### config.mk
export PLATFORM = sky130hd
export DESIGN_NAME = lcd_pwr_seq
export DESIGN_NICKNAME = d
export VERILOG_FILES = /design/src/rtl/lcdps_pkg.sv /design/src/rtl/lcdps_dp.sv /design/src/rtl/lcdps_ctrl.sv /design/src/rtl/lcd_pwr_seq.sv
export SDC_FILE = /design/constraint.sdc
export NUM_CORES = 1
export LEC_CHECK = 0
export BUFFER_PORTS_ARGS = -buffer_cell sky130_fd_sc_hd__buf_2
export CORE_AREA = 10 10 73 50
export DETAILED_ROUTE_END_ITERATION = 16
export DIE_AREA = 0 0 83 60
export PLACE_DENSITY = 0.83
export SETUP_SLACK_MARGIN = 0.4
export SLEW_MARGIN = 20
export SYNTH_ARGS = -nofsm -noshare
export SYNTH_HDL_FRONTEND = slang
export SYNTH_HIERARCHICAL = 1
export SYNTH_SLANG_ARGS = --single-unit
### constraint.sdc
create_clock -name clk -period 2.4 [get_ports clk]
set_input_delay 0.48 -clock clk [delete_from_list [all_inputs] [get_ports clk]]
set_output_delay 0.48 -clock clk [all_outputs]
set_load 0.05 [all_outputs]
### src/rtl/lcdps_pkg.sv
package lcdps_pkg;

  typedef enum logic [2:0] {
    S_OFF,
    S_UP_A,
    S_UP_B,
    S_ON,
    S_DN_A,
    S_DN_B
  } seq_state_e;

  typedef enum logic [1:0] {
    SRC_ON,
    SRC_OFF_A,
    SRC_OFF_B
  } cnt_src_e;

  typedef struct packed {
    logic     load;
    cnt_src_e src;
    logic     dec;
  } cnt_strobe_t;

endpackage

### src/rtl/lcdps_dp.sv
module lcdps_dp
  import lcdps_pkg::*;
#(
  parameter int DLY_W     = 4,
  parameter int ON_DLY_M1 = 1,
  parameter int OFF_A_RST = 0,
  parameter int OFF_B_RST = 15
) (
  input  logic             clk,
  input  logic             rstN,
  input  logic             dlyWr,
  input  logic [DLY_W-1:0] dlyAIn,
  input  logic [DLY_W-1:0] dlyBIn,
  input  cnt_strobe_t      strobe,
  output logic [DLY_W-1:0] dlyA,
  output logic [DLY_W-1:0] dlyB,
  output logic             cntZero
);

  localparam logic [DLY_W-1:0] ON_VAL   = DLY_W'(ON_DLY_M1);
  localparam logic [DLY_W-1:0] A_RESET  = DLY_W'(OFF_A_RST);
  localparam logic [DLY_W-1:0] B_RESET  = DLY_W'(OFF_B_RST);

  logic [DLY_W-1:0] cnt;
  logic [DLY_W-1:0] loadVal;

  always_ff @(posedge clk or negedge rstN) begin
    if (!rstN) begin
      dlyA <= A_RESET;
      dlyB <= B_RESET;
    end else if (dlyWr) begin
      dlyA <= dlyAIn;
      dlyB <= dlyBIn;
    end
  end

  always_comb begin
    unique case (strobe.src)
      SRC_OFF_A: loadVal = dlyA;
      SRC_OFF_B: loadVal = dlyB;
      default:   loadVal = ON_VAL;
    endcase
  end

  always_ff @(posedge clk or negedge rstN) begin
    if (!rstN) begin
      cnt <= '0;
    end else if (strobe.load) begin
      cnt <= loadVal;
    end else if (strobe.dec) begin
      cnt <= cnt - 1'b1;
    end
  end

  assign cntZero = (cnt == '0);

  // the frame counter must never wrap below zero
  assert_no_underflow_R5: assert property (@(posedge clk) disable iff (!rstN)
    strobe.dec |-> (cnt != '0));

  // the counter moves only when control asks for it
  assert_cnt_hold_R7: assert property (@(posedge clk) disable iff (!rstN)
    (!strobe.load && !strobe.dec) |=> $stable(cnt));

endmodule

### src/rtl/lcdps_ctrl.sv
module lcdps_ctrl
  import lcdps_pkg::*;
(
  input  logic        clk,
  input  logic        rstN,
  input  logic        frameTick,
  input  logic        ctrlWr,
  input  logic        ctrlOnIn,
  input  logic        ctrlConfIn,
  input  logic        cntZero,
  output cnt_strobe_t strobe,
  output logic        onBit,
  output logic        confBit,
  output logic        logicEn,
  output logic        dispEn,
  output logic        biasEn,
  output logic [1:0]  pwrState
);

  seq_state_e state, nxtState;
  logic busy;
  logic phaseDone;

  assign busy      = (state != S_OFF) && (state != S_ON);
  assign phaseDone = frameTick && cntZero;

  always_ff @(posedge clk or negedge rstN) begin
    if (!rstN) begin
      onBit   <= 1'b0;
      confBit <= 1'b0;
    end else if (ctrlWr) begin
      confBit <= ctrlConfIn;
      if (!busy) onBit <= ctrlOnIn;
    end
  end

  always_comb begin
    nxtState = state;
    strobe   = '{load: 1'b0, src: SRC_ON, dec: 1'b0};
    unique case (state)
      S_OFF: if (onBit && confBit) begin
        nxtState    = S_UP_A;
        strobe.load = 1'b1;
        strobe.src  = SRC_ON;
      end
      S_UP_A: if (phaseDone) begin
        nxtState    = S_UP_B;
        strobe.load = 1'b1;
        strobe.src  = SRC_ON;
      end else if (frameTick) begin
        strobe.dec = 1'b1;
      end
      S_UP_B: if (phaseDone) begin
        nxtState = S_ON;
      end else if (frameTick) begin
        strobe.dec = 1'b1;
      end
      S_ON: if (!onBit) begin
        nxtState    = S_DN_A;
        strobe.load = 1'b1;
        strobe.src  = SRC_OFF_A;
      end
      S_DN_A: if (phaseDone) begin
        nxtState    = S_DN_B;
        strobe.load = 1'b1;
        strobe.src  = SRC_OFF_B;
      end else if (frameTick) begin
        strobe.dec = 1'b1;
      end
      S_DN_B: if (phaseDone) begin
        nxtState = S_OFF;
      end else if (frameTick) begin
        strobe.dec = 1'b1;
      end
      default: nxtState = S_OFF;
    endcase
  end

  always_ff @(posedge clk or negedge rstN) begin
    if (!rstN) state <= S_OFF;
    else       state <= nxtState;
  end

  always_comb begin
    logicEn  = 1'b0;
    dispEn   = 1'b0;
    biasEn   = 1'b0;
    pwrState = 2'b00;
    unique case (state)
      S_UP_A, S_DN_B: begin
        logicEn  = 1'b1;
        pwrState = 2'b01;
      end
      S_UP_B, S_DN_A: begin
        logicEn  = 1'b1;
        dispEn   = 1'b1;
        pwrState = 2'b10;
      end
      S_ON: begin
        logicEn  = 1'b1;
        dispEn   = 1'b1;
        biasEn   = 1'b1;
        pwrState = 2'b11;
      end
      default: ;
    endcase
  end

  // bias only with display and logic, display only with logic
  assert_bias_order_R3: assert property (@(posedge clk) disable iff (!rstN)
    biasEn |-> (dispEn && logicEn));
  assert_disp_order_R3: assert property (@(posedge clk) disable iff (!rstN)
    dispEn |-> logicEn);

  // status moves one step at a time
  assert_status_step_R3: assert property (@(posedge clk) disable iff (!rstN)
    1'b1 |=> ($stable(pwrState) ||
              ({1'b0, pwrState} == {1'b0, $past(pwrState)} + 3'd1) ||
              ({1'b0, pwrState} + 3'd1 == {1'b0, $past(pwrState)})));

  // no progress through a timed phase without a frame tick
  assert_tick_only_R7: assert property (@(posedge clk) disable iff (!rstN)
    (busy && !frameTick) |=> $stable(pwrState));

  // display-on bit frozen while sequencing
  assert_on_locked_R8: assert property (@(posedge clk) disable iff (!rstN)
    busy |=> $stable(onBit));

endmodule

### src/rtl/lcd_pwr_seq.sv
module lcd_pwr_seq
  import lcdps_pkg::*;
#(
  parameter int DLY_W     = 4,
  parameter int ON_DLY_M1 = 1,
  parameter int OFF_A_RST = 0,
  parameter int OFF_B_RST = 15
) (
  input  logic             clk,
  input  logic             rstN,
  input  logic             frameTick,
  input  logic             ctrlWr,
  input  logic             ctrlOnIn,
  input  logic             ctrlConfIn,
  input  logic             dlyWr,
  input  logic [DLY_W-1:0] dlyAIn,
  input  logic [DLY_W-1:0] dlyBIn,
  output logic             logicEn,
  output logic             dispEn,
  output logic             biasEn,
  output logic [1:0]       pwrState,
  output logic             onBit,
  output logic             confBit,
  output logic [DLY_W-1:0] dlyA,
  output logic [DLY_W-1:0] dlyB
);

  cnt_strobe_t strobe;
  logic        cntZero;

  lcdps_ctrl u_ctrl (
    .clk        (clk),
    .rstN       (rstN),
    .frameTick  (frameTick),
    .ctrlWr     (ctrlWr),
    .ctrlOnIn   (ctrlOnIn),
    .ctrlConfIn (ctrlConfIn),
    .cntZero    (cntZero),
    .strobe     (strobe),
    .onBit      (onBit),
    .confBit    (confBit),
    .logicEn    (logicEn),
    .dispEn     (dispEn),
    .biasEn     (biasEn),
    .pwrState   (pwrState)
  );

  lcdps_dp #(
    .DLY_W     (DLY_W),
    .ON_DLY_M1 (ON_DLY_M1),
    .OFF_A_RST (OFF_A_RST),
    .OFF_B_RST (OFF_B_RST)
  ) u_dp (
    .clk     (clk),
    .rstN    (rstN),
    .dlyWr   (dlyWr),
    .dlyAIn  (dlyAIn),
    .dlyBIn  (dlyBIn),
    .strobe  (strobe),
    .dlyA    (dlyA),
    .dlyB    (dlyB),
    .cntZero (cntZero)
  );

endmodule

# Word-level counts from Yosys, hierarchy flattened
# Index checks and enable logic that the tools add are counted.
[classes] add_sub_neg=1 eq_ne=14 mux=22 bitwise_logic=1 n_reduce_logical=14
[op_table] cell="3-bit two-way mux" n=10
[op_table] cell="3-bit case mux with 6 select lines" n=1
[op_table] cell="3-bit case mux with 4 select lines" n=1
[op_table] cell="2-bit by 1-bit != test with 1-bit output (second input constant)" n=5
[op_table] cell="4-bit two-way mux" n=2
[op_table] cell="4-bit case mux with 2 select lines" n=1
[op_table] cell="3-bit by 2-bit == test with 1-bit output (second input constant)" n=2
[op_table] cell="3-bit == test (second input constant)" n=2
[op_table] cell="1-bit two-way mux" n=6
[op_table] cell="2-bit case mux with 3 select lines" n=1
[op_table] cell="6-bit AND reduction" n=1
[op_table] cell="5-bit OR reduction" n=1
[op_table] cell="4-bit zero test" n=1
[op_table] cell="2-bit OR reduction" n=2
[op_table] cell="4-bit OR reduction" n=1
[op_table] cell="4-bit by 1-bit subtractor with 4-bit output (second input constant)" n=1
[op_table] cell="3-bit by 1-bit == test with 1-bit output (second input constant)" n=1
[op_table] cell="1-bit logical AND" n=3
[op_table] cell="3-bit zero test" n=1
[op_table] cell="3-bit by 2-bit != test with 1-bit output (second input constant)" n=1
[op_table] cell="3-bit nonzero test" n=1
[op_table] cell="3-bit OR reduction" n=1
[op_table] cell="2-bit by 1-bit == test with 1-bit output (second input constant)" n=1
[op_table] cell="2-bit == test (second input constant)" n=1
[op_table] cell="other kinds (4)" n=4
[totals] register_bits=17 in_bits=15 output_inout_bits=15

# Depth between registers and ports, before layout
# Gate-level depths: netlist of run 1.
[logic_depth] ltp_word=7 depth_mapped=10 depth_no_buf=10

# Cells and area by module
# The synthesis of run 1 kept the hierarchy.
[by_module_without_submodules] module="lcdps_dp" n_inst=1 cells_each=46 area_per_inst_um2=596.8 seq_area_each_um2=305.3
[by_module_without_submodules] module="lcdps_ctrl" n_inst=1 cells_each=41 area_per_inst_um2=415.4 seq_area_each_um2=125.1

# Worst setup path after synthesis of run 1
# OpenSTA, ideal clock, no wires.
[synth_path] path_kind="flip-flop to output port" from="reg u_ctrl.state[2]" to="out pwrState[0]" arrival_ps=1757 path_slack_ps=163 path_stages_with_launch=3 cell_sequence="dfrtp_1 -> buf_4 -> a21boi_0"
[synth_via] elab_chain_len=3
[synth_rtl] element="start: declaration" line_no="lcdps_ctrl.sv:20" rtl="seq_state_e state, nxtState;"
[synth_rtl] element="start signal: assignment" line_no="lcdps_ctrl.sv:81" rtl="else state <= nxtState;"
[synth_rtl] element="3-bit by 2-bit == test with 1-bit output, or another cell as far along" line_no="lcdps_ctrl.sv:89" rtl="unique case (state)"
[synth_rtl] element="2-bit OR reduction"
[synth_rtl] element="2-bit case mux with 3 select lines (*)" line_no="lcdps_ctrl.sv:89"
[synth_rtl] element="end: declaration" line_no="lcd_pwr_seq.sv:21" rtl="output logic [1:0] pwrState,"
# Every way passes the cells marked *; elsewhere a longest branch is shown, timed or not.

==> results by group, run 1 <==
Min path
  – Hold WC Path Type: in -> async

Layout
  – P&R area growth vs syn: 39.3%
  – Post-route insts no fill: 159
  – Share of post-route cells with drive strength above 1: 0.646
  – Nets: 146
  – Number of inserted diodes: 0

Clock tree
  – H-tree levels: 1
  – Clock transition at the registers of the reported paths: 0.06 ns
  – # clock sinks: 17
  – CTS tree: done
  – Clk_lat worst skew: 0.25 ns
  – CTS Hold Bufs: 0
  – Number of buffers created by CTS: 3
  – Clock Path Buffers: 2
  – Root Driver: clkbuf_8

Setup path
  – Crit path DAT: 2.07 ns
  – Critical Path Start Type: flip-flop
  – CP endpoint kind: flip-flop
  – Reg2reg setup slack: 0.45 ns
  – Slowest CP cell: dfrtp_1
  – Critical path, cell by cell: inv_2, ha_4, nor3b_4, nand3_2, nor3_4, inv_2, ha_4, a22oi_1, o22ai_1
  – CP Class: reg -> reg
  – Delay-heaviest family, CP: simple AND/OR/NAND/NOR gates
  – CP required: 2.52 ns
  – Crit-path max cell delay: 0.39 ns
  – Crit Path Max Fanout: 4
  – WP buf/inv: 2

STA
  – Worst slew margin: 0.724
  – Final Setup Violations: 0
  – Hold slack: 0.143 ns
  – Final period util: 0.812
  – Setup_tns: 0 ns
  – RSZ-0062 raised after global routing: true
  – Setup Skew: 0.00233 ns
  – Tmin final: 1.95 ns
  – Fin. max-slew vios: 0
  – Final Hold Vio Count: 0
  – Worst-margin pin slew: 0.414 ns
  – Max Freq: 513 MHz

Power and ir drop
  – Switching Power: 0.000872 W
  – Combinational group share of total power: 0.607
  – Sw Share: 0.478
  – Sequential share of power: 0.280
  – Pwr dens: 1290 nW/um2
  – Leakage: 0.612 nW
  – Total Power: 0.00182 W
  – Worst vdd ir: 0.509 mV
  – Clock share of power: 0.113
  – Pint: 0.000951 W

Global routing
  – Antenna violations before repair: 0
  – First-pass GRT wire length: 4230 um
  – Congestion Overflow GR: 0
  – Largest net degree at the start of global routing: 18
  – GRT Util Overall: 0.102
  – Vias in the first global route: 871

Routing
  – First-pass detailed-route iteration total: 4
  – DR DRC count: 0
  – Avg WL per Cell: 15.9 um
  – Routed Wire Length: 2530 um
  – Final ANT Viol Nets: 0
  – Starting DRC count in detailed routing: 39
  – Total number of vias: 832
  – Via/cell ratio: 5.23

Placed design
  – Gpl congestion: 0.837
  – DP Cell Count: 145
  – I/O Buffers: 29
  – DP Wirelength: 1840 um

Synth
  – Syn_nets: 105
  – Sequential area share after synthesis: 0.425
  – Post-Syn Area: 1010 um2
  – Unique cell type count in the Yosys netlist: 38
  – Warnings from Yosys: 6
  – Mean Syn Cell Area: 11.6 um2
  – Flip-flop and latch count after synthesis: 17
  – Cell count after synthesis: 87

Die
  – Core Area: 2380 um2
  – Full die area: 4980 um2
  – Die Width: 83 um
  – Die height: 60 um
  – I/O Pins: 30
  – # rows: 14
  – Initial core utilization: 0.425

Status
  – Status: finished, final reports clean

Flow run
  – Max cap viols: 0
[layer usage]
metal	wire [um]	GRT usage
met1	1160	0.122
met2	1230	0.168
met3	118	0.0407
met4	27	0.0290
met5	0	0
[layout make-up]
class	instances	area [um2]
Clock buffer	4	45.0
Fill cell	207	972
Inverter	5	18.8
Multi-Input combinational cell	61	646
Sequential cell	17	433
Tap cell	32	40.0
Timing Repair Buffer	40	228
[path summary, 6_finish.rpt]
path	end	start	cells past startpoint
setup reg to reg	u_dp/cnt[2]$_DFFE_PN0P_	u_dp/cnt[1]$_DFFE_PN0P_	9
setup / recovery	u_dp/cnt[2]$_DFFE_PN0P_	u_dp/cnt[1]$_DFFE_PN0P_	9
max in group asynchronous	u_dp/dlyB[1]$_DFFE_PN1P_	rstN	1
min in group clk	u_ctrl/confBit$_DFFE_PN0P_	ctrlConfIn	2
hold reg to reg	u_ctrl/confBit$_DFFE_PN0P_	u_ctrl/confBit$_DFFE_PN0P_	1
hold / removal	u_ctrl/onBit$_DFFE_PN0P_	rstN	1
[power by group through the flow]
stage	sequential, W	clock, W	combinational (W)
floorplan	0.000554	0	0.000681
global placement	0.000521	0	0.000848
detailed placement	0.000532	0	0.000879
CTS	0.000530	0.000216	0.000971
global route	0.000524	0.000234	0.00118
finish	0.000509	0.000206	0.00111
[synthesized netlist by cell type]
library cell  number  area [um2]
nor3_4             1        16.3
o22ai_1            2        12.5
o21ai_0            2        10.0
a32oi_1            2        17.5
o21a_1             1        7.51
a21o_1             2        15.0
and2_1             1        6.26
a21boi_0           1        7.51
o21ai_1            1        5.00
nand2_1            3        11.3
nor4b_4            2        47.6
nor4bb_1           1        10.0
nand2b_1           2        12.5
ha_1               3        37.5
nor2b_1            1        6.26
a221oi_1           1        8.76
a31o_1             1        8.76
nor3b_1            1        7.51
inv_2              1        3.75
o211ai_1           1        7.51
nand3_2            1        10.0
dfrtp_1           13         325
mux2_2            10         113
nor2_1             3        11.3
buf_4              3        22.5
nor2b_4            2        27.5
nand3b_1           1        7.51
xor2_1             3        26.3
a21oi_1            2        10.0
nor3_1             2        10.0
a22oi_1            3        22.5
mux2_4             1        15.0
a211o_1            1        8.76
dfstp_2            4         105
inv_1              4        15.0
buf_2              1        5.00
o22a_1             1        8.76
nand3_1            2        10.0
[layout by cell type (no fill, tap or decap), types with 2 or more instances in the layout]
| cell | instances |
|---|---|
| a21o_1 | 2 |
| a21oi_1 | 2 |
| a22oi_1 | 2 |
| a32oi_1 | 2 |
| buf_2 | 29 |
| buf_4 | 11 |
| clkbuf_8 | 3 |
| dfrtp_1 | 11 |
| dfrtp_2 | 2 |
| dfstp_2 | 4 |
| ha_4 | 3 |
| inv_2 | 4 |
| mux2_2 | 10 |
| nand2_1 | 3 |
| nand2b_1 | 2 |
| nand3_2 | 2 |
| nor2_1 | 3 |
| nor2b_4 | 2 |
| nor3_4 | 2 |
| nor4b_4 | 2 |
| o22ai_1 | 2 |
| xor2_1 | 3 |
[logic make-up (layout without fill, tap and decap cells)]
logic type      count (synthesis)  in the layout  share of synthesized area
fa+ha+maj                       3              3                     0.0371
buf+inv                         9             49                     0.0457
flops                          17             17                      0.425
simple gates                   23             23                      0.192
xor+xnor                        3              3                     0.0260
mux                            11             11                      0.126
compound gates                 21             21                      0.148
[state kept, by name (all words and copies together), names as in the netlist]
name,count
u_dp/dlyB,4
u_dp/dlyA,4
u_ctrl/confBit,1
u_dp/cnt,4
u_ctrl/state,3
u_ctrl/onBit,1
[what timing repair did]
item,4_1_cts,5_1_grt
endpoints found under the setup margin,7,8
endpoints found under the hold margin,0,0
gates resized for setup,7,15
gates cloned,0,0
setup buffers,5,5
pin swaps,2,6
[metrics by stage]
stage	instance area [um2]	utilization	worst slack [ns]
after floorplan	1030	-	0.429
after global placement	1190	0.502	0.310
after detailed placement	1190	0.502	0.196
after CTS	1310	0.550	0.348
after global routing	1410	0.592	0.350
final	1410	0.592	0.450
Note: power is estimated with default switching activity, not from simulation.
==> inputs of run 2 (changes only) <==
ABC_AREA = 1   (was unset)
clock period = 1.66 ns   (was 2.4 ns; I/O delays follow)
==> results by group, run 2 <==
Synth
  – EDFF count, synth: 0 (unchanged)
  – Flip-flop and latch count after synthesis: 17 (unchanged)
  – Count leader, synth: nand2_1
  – Mean Syn Cell Area: 7.89 um2 (-32%)
  – Top cells by count, synth: 40 x nand2_1, 14 x inv_1, 13 x dfrtp_1
  – Most area-consuming cells after synthesis: dfrtp_1 32%, nand2_1 15%, dfstp_2 10%
  – Cell count after synthesis: 129 (+48%)
  – Post-Syn Area: 1020 um2 (+0.49%)
  – Warnings from Yosys: 6 (unchanged)
  – Share of the synthesized area in the top cell type: 0.320 (-0.00158)
  – Area leader, netlist: dfrtp_1
  – FFs w/ async S/R, synth: 1.00 (unchanged)
  – Unique cell type count in the Yosys netlist: 23 (-39%)
  – Sequential area share after synthesis: 0.423 (-0.00209)
  – Syn_nets: 147 (+40%)
  – Top FF cell, synth: dfrtp_1

Clock tree
  – Number of buffers created by CTS: 3 (unchanged)
  – H-tree levels: 1 (unchanged)
  – CTS tree: done
  – Clock Path Buffers: 2 (unchanged)
  – Clock transition at the registers of the reported paths: 0.07 ns (about the same)
  – Clk_lat worst skew: 0.26 ns (about the same)
  – # clock sinks: 17 (unchanged)
  – Root Driver: clkbuf_8

Placed design
  – Post-place setup slack: -0.155 ns (-0.350 ns)
  – I/O Buffers: 29 (unchanged)
  – DP Wirelength: 2220 um (+21%)
  – Dpl cell area: 1350 um2 (+13%)
  – DP Cell Count: 200 (+38%)
  – Gpl congestion: 0.828 (-1.0%)

STA
  – Worst slew margin: 0.735 (+0.0106)
  – Final Setup Violations: 6 (+6)
  – RSZ-0062 raised after global routing: true
  – Fin. max-slew vios: 0 (unchanged)
  – Setup Skew: 0.000898 ns (-0.00143 ns)
  – Tmin final: 1.95 ns (+0.00270 ns)
  – Max Freq: 512 MHz (-0.14%)
  – Setup_tns: -1.14 ns (-1.14 ns)
  – Worst-margin pin slew: 0.398 ns (-0.0158 ns)
  – Final period util: 1.18 (+0.364)
  – Setup ws final: -0.292 ns (-0.743 ns)
  – Final Hold Vio Count: 0 (unchanged)

Setup path
  – Reg2reg setup slack: -0.29 ns (-0.74 ns)
  – RR Endpoint: u_dp/cnt[0]$_DFFE_PN0P_
  – CP required: 1.80 ns (-0.72 ns)
  – R2r worst-path depth: 13 (+4)
  – CP endpoint kind: flip-flop
  – Critical Path Start Type: flip-flop
  – Crit Path Max Fanout: 4 (unchanged)
  – Crit path DAT: 2.09 ns (+0.02 ns)
  – CP Class: reg -> reg
  – Reg-to-Reg Start: u_dp/cnt[0]$_DFFE_PN0P_

Layout
  – P&R area growth vs syn: 82.4%
  – Top flop regs: u_dp/cnt: 4 flops, u_dp/dlyA: 4 flops, u_dp/dlyB: 4 flops
  – Nets: 212 (+45%)
  – Post-route insts no fill: 225 (+42%)
  – Commonest non-fill, non-tap cell in the layout: nand2_1
  – Most frequent cells in the layout: 33 x nand2_1, 17 x buf_4, 17 x buf_6
  – Number of fill cells in the layout: 134 (-35%)
  – Number of inserted diodes: 0 (unchanged)
  – Share of post-route cells with drive strength above 1: 0.622 (-0.0239)
  – Final Instance Area: 1860 um2 (+32%)

Min path
  – Endpoint, Worst Hold: u_dp/dlyA[0]$_DFFE_PN0P_
  – Hold Crit Start: dlyAIn[0]
  – Hold WC Path Type: in -> reg
  – Worst hold path depth: 3

Global routing
  – Vias in the first global route: 1208 (+39%)
  – First-pass GRT wire length: 6260 um (+48%)
  – Congestion Overflow GR: 0 (unchanged)
  – Antenna violations before repair: 0 (unchanged)
  – Largest net degree at the start of global routing: 18 (unchanged)
  – GRT Util Overall: 0.157 (+0.0553)

Routing
  – Final ANT Viol Nets: 0 (unchanged)
  – First-pass detailed-route iteration total: 5 (+1)
  – Starting DRC count in detailed routing: 138 (+250%)
  – Via/cell ratio: 5.78 (+11%)
  – Total number of vias: 1301 (+56%)
  – Routed Wire Length: 4780 um (+89%)
  – Avg WL per Cell: 21.2 um (+33%)
  – DR DRC count: 0 (unchanged)

Power and ir drop
  – Sw Share: 0.507 (+0.0287)
  – Worst vdd ir: 1.26 mV (+150%)
  – Clock share of power: 0.084 (-0.029)
  – Leakage: 0.870 nW (+42%)
  – Pint: 0.00188 W (+97%)
  – Combinational group share of total power: 0.720 (+0.113)
  – Switching Power: 0.00193 W (+120%)
  – Sequential share of power: 0.195 (-0.085)
  – Pwr dens: 2050 nW/um2 (+59%)
  – Total Power: 0.00381 W (+110%)

Die
  – I/O Pins: 30 (unchanged)
  – Die Width: 83 um (unchanged)
  – Initial core utilization: 0.427 (+0.00210)
  – Die height: 60 um (unchanged)
  – Full die area: 4980 um2 (unchanged)
  – Core Area: 2380 um2 (unchanged)
  – # rows: 14 (unchanged)

Flow run
  – Max cap viols: 0 (unchanged)

Status
  – Violated checks: negative setup slack
  – Status: finished, violations left
==> run 2: cell types whose count changed in the layout (fill, tap and decap cells not counted), sizes merged, moves of 4 or more <==
cell   previous run  this run
buf              40        59
inv               5        17
mux2             11         6
nand2             3        43
nand3             3         9
nor2              3        13
o21ai             3         7
==> run 2: timing repair <==
action,in CTS,in global routing
buffers inserted,12,8
setup endpoints to repair,18,19
hold endpoints to repair,2,0
hold buffers,1,0
gates resized for setup,55,26
pin swaps,8,6
==> run 2: layout make-up <==
| type | count | area [um2] | area share |
|---|---|---|---|
| multi-input combinational | 92 | 699 | 0.377 |
| timing repair buffer | 62 | 559 | 0.301 |
| sequential | 17 | 435 | 0.235 |
| inverter | 18 | 76.3 | 0.0411 |
| clock buffer | 4 | 45.0 | 0.0243 |
| tap | 32 | 40.0 | 0.0216 |
==> run 2: power groups by stage <==
stage          clock network (W)  logic (W)  registers [W]
2_1_floorplan                  0    0.00108       0.000765
3_3_place_gp                   0    0.00154       0.000676
3_5_place_dp                   0    0.00162       0.000687
4_1_cts                 0.000317    0.00216       0.000709
5_1_grt                 0.000350    0.00282       0.000749
6_report                0.000321    0.00274       0.000744
==> run 2: per-layer routing <==
metal	global-route usage	up-vias	wire [um]
met5	0	-	0
met1	0.171	630	1850
met2	0.280	102	2220
met3	0.0461	29	441
li1	-	540	-
met4	0.0821	0	260
==> run 2: stage by stage <==
stage,hold slack [ns],utilization
6_report,0.285,0.779
5_1_grt,0.296,0.779
4_1_cts,0.282,0.712
3_5_place_dp,0.274,0.566
3_3_place_gp,0.269,0.566
2_1_floorplan,0.0364,-
==> run 2: how the worst max path moves through the flow <==
stage,depth (start not counted),slack [ns],start,end
finish,13,-0.29,u_dp/cnt[0]$_DFFE_PN0P_,u_dp/cnt[0]$_DFFE_PN0P_
global route,13,-0.36,u_dp/cnt[0]$_DFFE_PN0P_,u_dp/cnt[0]$_DFFE_PN0P_
CTS,13,-0.08,u_dp/cnt[1]$_DFFE_PN0P_,u_dp/cnt[0]$_DFFE_PN0P_
detailed placement,13,-0.15,u_dp/cnt[1]$_DFFE_PN0P_,u_dp/cnt[0]$_DFFE_PN0P_
global placement,13,-0.10,u_dp/cnt[0]$_DFFE_PN0P_,u_dp/cnt[0]$_DFFE_PN0P_
floorplan,13,-0.03,u_dp/cnt[0]$_DFFE_PN0P_,u_dp/cnt[0]$_DFFE_PN0P_
==> run 2: kinds of logic (layout without fill, tap and decap cells) <==
family                   Yosys count  count (layout)  synth area share
multiplexers                       6               6            0.0664
flip-flops                        17              17             0.423
AND/OR/NAND/NOR                   67              67             0.289
adder cells (fa/ha/maj)            3               3            0.0369
AO/OA/AOI/OAI                     16              16            0.0959
buffers and inverters             20              84            0.0886
==> run 2: critical path: stages (launching register included) <==
cell	delay [ns]
dfrtp_1	0.41
inv_2	0.10
ha_4	0.14
inv_4	0.04
nor3_4	0.14
nand2_2	0.11
nor2_4	0.19
nor2_4	0.07
o211ai_4	0.09
inv_2	0.10
nor2_4	0.14
o211ai_1	0.14
nand2_1	0.08
o21ai_1	0.08
